$ cat config.mk
export PLATFORM = sky130hd
export DESIGN_NAME = pit_timer
export DESIGN_NICKNAME = d
export VERILOG_FILES = /design/src/rtl/pit_pkg.sv /design/src/rtl/pit_prescaler.sv /design/src/rtl/pit_counter.sv /design/src/rtl/pit_regs.sv /design/src/rtl/pit_timer.sv
export SDC_FILE = /design/constraint.sdc
export NUM_CORES = 1
export LEC_CHECK = 0
export BUFFER_PORTS_ARGS = -buffer_cell sky130_fd_sc_hd__clkbuf_2
export CORE_MARGIN = 3
export CORE_UTILIZATION = 50
export DETAILED_ROUTE_END_ITERATION = 7
export PLACE_DENSITY = 0.83
export RECOVER_POWER = 25
export SKIP_LAST_GASP = 1
export SYNTH_ARGS = -nofsm -noshare
export SYNTH_HDL_FRONTEND = slang
export SYNTH_SLANG_ARGS = --single-unit
$ cat constraint.sdc
create_clock -name clk -period 3.15 [get_ports clk]
set_input_delay 0.4725 -clock clk [delete_from_list [all_inputs] [get_ports clk]]
set_output_delay 0.4725 -clock clk [all_outputs]
set_load 0.01 [all_outputs]
$ cat src/rtl/pit_pkg.sv
package pit_pkg;

  typedef enum logic [1:0] {
    ADDR_CTRL  = 2'd0,
    ADDR_STAT  = 2'd1,
    ADDR_VALUE = 2'd2,
    ADDR_PEEK  = 2'd3
  } pit_addr_e;

  localparam int EN_POS  = 24;
  localparam int IEN_POS = 25;

  // saturating increment on a generic 32-bit carrier
  function automatic logic [31:0] sat_inc(input logic [31:0] v, input logic [31:0] top);
    return (v >= top) ? top : v + 32'd1;
  endfunction

  // end of period: counter has reached (or passed) the programmed limit
  function automatic logic period_done(input logic [31:0] cnt, input logic [31:0] limit);
    return cnt >= limit;
  endfunction

endpackage

$ cat src/rtl/pit_prescaler.sv
module pit_prescaler #(
  parameter int DIV = 16
) (
  input  logic                                clk,
  input  logic                                rst,
  input  logic                                active,
  output logic [((DIV > 1) ? $clog2(DIV) : 1)-1:0] pre_q,
  output logic                                tick
);
  localparam int PW = (DIV > 1) ? $clog2(DIV) : 1;
  localparam logic [PW-1:0] LAST = PW'(DIV - 1);

  assign tick = active && (pre_q == LAST);

  always_ff @(posedge clk) begin
    if (rst) begin
      pre_q <= '0;
    end else if (active) begin
      pre_q <= tick ? '0 : pre_q + PW'(1);
    end
  end
endmodule

$ cat src/rtl/pit_counter.sv
module pit_counter import pit_pkg::*; #(
  parameter int CNT_W   = 20,
  parameter int TALLY_W = 12
) (
  input  logic               clk,
  input  logic               rst,
  input  logic               tick,
  input  logic [CNT_W-1:0]   period,
  input  logic               ack,
  output logic [CNT_W-1:0]   cnt_q,
  output logic [TALLY_W-1:0] tally_q,
  output logic               flag_q,
  output logic               wrap
);
  localparam logic [31:0] TALLY_MAX = 32'((64'd1 << TALLY_W) - 64'd1);

  logic [TALLY_W-1:0] tally_inc;

  assign wrap      = tick && period_done(32'(cnt_q), 32'(period));
  assign tally_inc = TALLY_W'(sat_inc(32'(tally_q), TALLY_MAX));

  always_ff @(posedge clk) begin
    if (rst) begin
      cnt_q <= '0;
    end else if (wrap) begin
      cnt_q <= '0;
    end else if (tick) begin
      cnt_q <= cnt_q + CNT_W'(1);
    end
  end

  // completion dominates an acknowledge in the same cycle
  always_ff @(posedge clk) begin
    if (rst) begin
      tally_q <= '0;
      flag_q  <= 1'b0;
    end else if (wrap) begin
      tally_q <= ack ? TALLY_W'(1) : tally_inc;
      flag_q  <= 1'b1;
    end else if (ack) begin
      tally_q <= '0;
      flag_q  <= 1'b0;
    end
  end
endmodule

$ cat src/rtl/pit_regs.sv
module pit_regs import pit_pkg::*; #(
  parameter int CNT_W   = 20,
  parameter int TALLY_W = 12,
  parameter int DATA_W  = 32
) (
  input  logic               clk,
  input  logic               rst,
  input  logic               wr,
  input  logic               rd,
  input  logic [1:0]         addr,
  input  logic [DATA_W-1:0]  wdata,
  input  logic [CNT_W-1:0]   cnt,
  input  logic [TALLY_W-1:0] tally,
  input  logic               flag,
  output logic [CNT_W-1:0]   period,
  output logic               en,
  output logic               ien,
  output logic               ack,
  output logic               peek,
  output logic [DATA_W-1:0]  rdata
);
  logic [DATA_W-1:0] ctrl_word, stat_word, count_word, rd_word;
  logic unused_wdata;

  assign unused_wdata = ^{wdata[DATA_W-1:IEN_POS+1], wdata[EN_POS-1:CNT_W]};

  assign ack  = rd && (addr == ADDR_VALUE);
  assign peek = rd && (addr == ADDR_PEEK);

  always_ff @(posedge clk) begin
    if (rst) begin
      period <= '0;
      en     <= 1'b0;
      ien    <= 1'b0;
    end else if (wr && (addr == ADDR_CTRL)) begin
      period <= wdata[CNT_W-1:0];
      en     <= wdata[EN_POS];
      ien    <= wdata[IEN_POS];
    end
  end

  always_comb begin
    ctrl_word               = '0;
    ctrl_word[CNT_W-1:0]    = period;
    ctrl_word[EN_POS]       = en;
    ctrl_word[IEN_POS]      = ien;
    stat_word               = '0;
    stat_word[0]            = flag;
    count_word              = '0;
    count_word[CNT_W-1:0]   = cnt;
    count_word[CNT_W +: TALLY_W] = tally;
    unique case (addr)
      ADDR_CTRL: rd_word = ctrl_word;
      ADDR_STAT: rd_word = stat_word;
      default:   rd_word = count_word;
    endcase
  end

  always_ff @(posedge clk) begin
    if (rst) begin
      rdata <= '0;
    end else if (rd) begin
      rdata <= rd_word;
    end
  end
endmodule

$ cat src/rtl/pit_timer.sv
module pit_timer import pit_pkg::*; #(
  parameter int PRE_DIV = 16,
  parameter int CNT_W   = 20,
  parameter int TALLY_W = 12,
  parameter int DATA_W  = 32
) (
  input  logic              clk,
  input  logic              rst,
  input  logic              reg_wr,
  input  logic              reg_rd,
  input  logic [1:0]        reg_addr,
  input  logic [DATA_W-1:0] reg_wdata,
  output logic [DATA_W-1:0] reg_rdata,
  output logic              irq
);
  localparam int PRE_W = (PRE_DIV > 1) ? $clog2(PRE_DIV) : 1;

  // named internal events, observed by the bound checker
  logic               tick_w, wrap_w, ack_w, peek_w, en_w, ien_w, flag_w, active_w;
  logic [PRE_W-1:0]   pre_w;
  logic [CNT_W-1:0]   cnt_w, period_w;
  logic [TALLY_W-1:0] tally_w;

  // keep running after enable drops until the period closes at zero
  assign active_w = en_w || (cnt_w != '0) || (pre_w != '0);
  assign irq      = flag_w && ien_w;

  pit_prescaler #(.DIV(PRE_DIV)) u_pre (
    .clk(clk), .rst(rst), .active(active_w), .pre_q(pre_w), .tick(tick_w)
  );

  pit_counter #(.CNT_W(CNT_W), .TALLY_W(TALLY_W)) u_cnt (
    .clk(clk), .rst(rst), .tick(tick_w), .period(period_w), .ack(ack_w),
    .cnt_q(cnt_w), .tally_q(tally_w), .flag_q(flag_w), .wrap(wrap_w)
  );

  pit_regs #(.CNT_W(CNT_W), .TALLY_W(TALLY_W), .DATA_W(DATA_W)) u_regs (
    .clk(clk), .rst(rst), .wr(reg_wr), .rd(reg_rd), .addr(reg_addr),
    .wdata(reg_wdata), .cnt(cnt_w), .tally(tally_w), .flag(flag_w),
    .period(period_w), .en(en_w), .ien(ien_w), .ack(ack_w), .peek(peek_w),
    .rdata(reg_rdata)
  );
endmodule

==> results_dict.tcl <==
set metrics [dict create \
    reg2reg_from "u_cnt.cnt_q[0]$_SDFFE_PP0P_" \
    synth.mux.area_fraction_pct 0.684 \
    synth_most_common_cell "dfxtp_1" \
    fp-row-count 33 \
    clkTransAtPathRegs_ns 0.09 \
    r2r_end "u_cnt.cnt_q[10]$_SDFFE_PP0P_" \
    grt_max_degree 64 \
    io_pins 71 \
    crit_arrival_ns 3.09 \
    utilization_pct 58.2 \
    antenna_found_initial 0 \
    maxCapViolations 1 \
    final_area_um2 4880 \
    synth_seq_cells 91 \
    drc 0 \
    worst_pin_slew_ns 2.23 \
    violations "capacitance limit, slew limit" \
    p_leak_nw 1.79 \
    postCtsSetupBuffers 0 \
    diodes 0 \
    dpl-instance-area_um2 4710 \
    cts_root_buffer "clkbuf_8" \
    grt_use_total_pct 21.1 \
    power_density_nw_per_um2 463 \
    hold_end "u_regs.period[16]$_SDFFE_PP0P_" \
    syn2layout_area_growth_pct 11.2 \
    dp.cells 677 \
    first_iter_violations 328 \
    dp_slack_ns 0.386 \
    slew_viol_final 64 \
    peakVddDrop_v 0.000207 \
    synthXorXnorAreaFrac_pct 3.79 \
    grt_first_pass_wirelength_um 17200 \
    cp-end-kind "flop" \
    synth-edff-count 0 \
    hold_viol 0 \
    yosysTopAreaCell "dfxtp_1" \
    layout_min_cycle_time_ns 2.78 \
    fmax_ghz 0.359 \
    finalPower_mw 2.26 \
    reg2reg_depth 8 \
    critPathLaunch "u_cnt.cnt_q[0]$_SDFFE_PP0P_" \
    dp_hpwl_um 7230 \
    synth_fa_ha_area_share_pct 7.12 \
    post_cts_resized 0 \
    cts_tree "done" \
    fin_cells 693 \
    ctsHoldBuffers 0 \
    dieWidth_um 99.7 \
    worstSkewPairLatency_ns 0.37 \
    drtAntennaViolNets 0 \
    vias 3994 \
    fin_nets 646 \
    cts.sinks 91 \
    synth_seq_area_share_pct 41.5 \
    portBuffers 60 \
    grt_pass1_vias 3571 \
    synth_area_um2 4390 \
    r2r_slack_ns 0.37 \
    viasPerCell 5.76 \
    drive_above_1_share_pct 10.4 \
    finalClockSkew_ns 0.00649 \
    synthArstFlopShare_pct 0 \
    min-delay-start "reg_wdata[16]" \
    globalplace.congestion 0.872 \
    synthTopCellsByCount "dfxtp_1 (91), a21oi_1 (65), nand2_1 (65)" \
    ys_top_cells_by_area "dfxtp_1 (41%), a21oi_1 (7.4%), ha_1 (7.1%), nand2_1 (5.6%), a211oi_1 (4.3%)" \
    dr.pass1.iters 7 \
    hold_path.class "input port to flop" \
    cts.htree.levels 3 \
    max_stage_delay_ns 0.58 \
    yosys.area_share.simple_pct 24.4 \
    status "finished with violations" \
    rsz0062_at_grt "no" \
    clockBufferDepth 2 \
    holdPathStages 3 \
    cp_cell_sequence "inv_1 -> ha_1 -> nand2b_1 -> a2111oi_0 -> o41ai_1 -> a211o_1 -> a21o_1 -> nor2_1" \
    relSlewSlack_pct -48.4 \
    drt-wirelength-per-cell_um 14.9 \
    netlist_instances 544 \
    synth.distinct_cells 43 \
    yosys_most_used_dff "dfxtp_1" \
    cp_max_fo 23 \
    die-area_um2 9940 \
    fp.dieH_um 99.7 \
    setup_slack_ns 0.368 \
    grt-ovfl-total 0 \
    yosysWarnings 0 \
    synth_area_per_cell_um2 8.07 \
    drt-total-wl_um 10300 \
    coreArea_um2 8380 \
    setup_tns_ns 0 \
    start_util_pct 52.4 \
    cp.required_ns 3.45 \
    final-setup-viol-count 0 \
    syn-num-nets 607 \
    whs_ns 0.313 \
    synth_compound_area_share_pct 17.0 \
    cp_slowest_cell "a211o_1" \
    fin_crit_sh_pct 88.3 \
    start_kind "flop" \
    crit_type "flop to flop" \
    synth_top_family_by_area "simple AND/OR/NAND/NOR gates" \
    cts_buffers 9 \
    synth_top_area_share_pct 41.5 \
]
where the power goes:
group / total (mW) / internal [mW] / switching (mW)
combinational: 0.235 / 0.0869 / 0.148
clock: 0.818 / 0.391 / 0.427
sequential: 1.21 / 1.18 / 0.0239
area by class of cell:
| type | count | area [µm²] |
|---|---|---|
| fillers | 769 | 3500 |
| multi-input cells | 392 | 2330 |
| inverters | 25 | 93.8 |
| repair buffers | 64 | 303 |
| well taps | 105 | 131 |
| clock buffers | 11 | 141 |
| clock inverters | 5 | 61.3 |
| flip-flops and latches | 91 | 1820 |
critical path: cells and delay by family, from the launching register on:
family | cells | cell delay [ns]
AOI/OAI and AO/OA | 4 | 1.62
DFF | 1 | 0.42
adders and majority gates | 1 | 0.28
and+or+nand+nor | 2 | 0.31
buffers and inverters | 1 | 0.09
cells by family after synthesis:
logic type	count (synthesis)
AND/OR/NAND/NOR	224
XOR/XNOR	19
adder cells (fa/ha/maj)	25
multiplexers	3
AO/OA/AOI/OAI	121
flip-flops	91
buffers and inverters	61
cell usage in the layout, fill, tap and decap left out, drive strengths merged, types with 2 or more instances in the layout:
master	synthesis	routed
a211oi	25	25
a21o	4	4
a21oi	65	65
a22oi	2	2
a311oi	6	6
a31oi	8	8
a41oi	2	2
and2	7	7
and3	9	9
and4	4	4
buf	5	3
clkbuf	31	72
clkinvlp	0	3
dfxtp	91	91
ha	25	25
inv	25	26
mux2i	3	3
nand2	65	65
nand2b	13	13
nand3	25	25
nand4	7	7
nor2	50	50
nor3	26	26
nor3b	3	3
nor4	5	5
nor4b	2	2
o21ai	2	2
or2	2	2
or3	3	3
xnor2	6	6
xor2	13	13
flip-flops by register name, summed over array words and instances, names as in the netlist:
signal / cells
u_regs.rdata: 32
u_cnt.cnt_q: 20
u_regs.period: 20
u_cnt.tally_q: 12
u_pre.pre_q: 4
u_cnt.flag_q: 1
u_regs.en: 1
u_regs.ien: 1
routing by layer:
metal / vias up / GRT usage (%) / share of wire, %
li1: 1989 / - / -
met1: 1826 / 32.1 / 49
met2: 167 / 30.4 / 42
met3: 12 / 2.59 / 7.3
met4: 0 / 7.25 / 1.4
met5: - / 0 / 0
worst max path at each step:
stage | endpoint | slack [ns] | cells after the start
finish | u_cnt.cnt_q[10]$_SDFFE_PP0P_ | 0.37 | 8
floorplan | u_cnt.cnt_q[0]$_SDFFE_PP0P_ | 0.83 | 9
global route | u_cnt.cnt_q[17]$_SDFFE_PP0P_ | 0.08 | 8
CTS | u_cnt.cnt_q[10]$_SDFFE_PP0P_ | 0.36 | 8
detailed placement | u_cnt.cnt_q[10]$_SDFFE_PP0P_ | 0.39 | 8
global placement | u_cnt.cnt_q[2]$_SDFFE_PP0P_ | 0.48 | 8
Power figures use the tool's default switching activity.
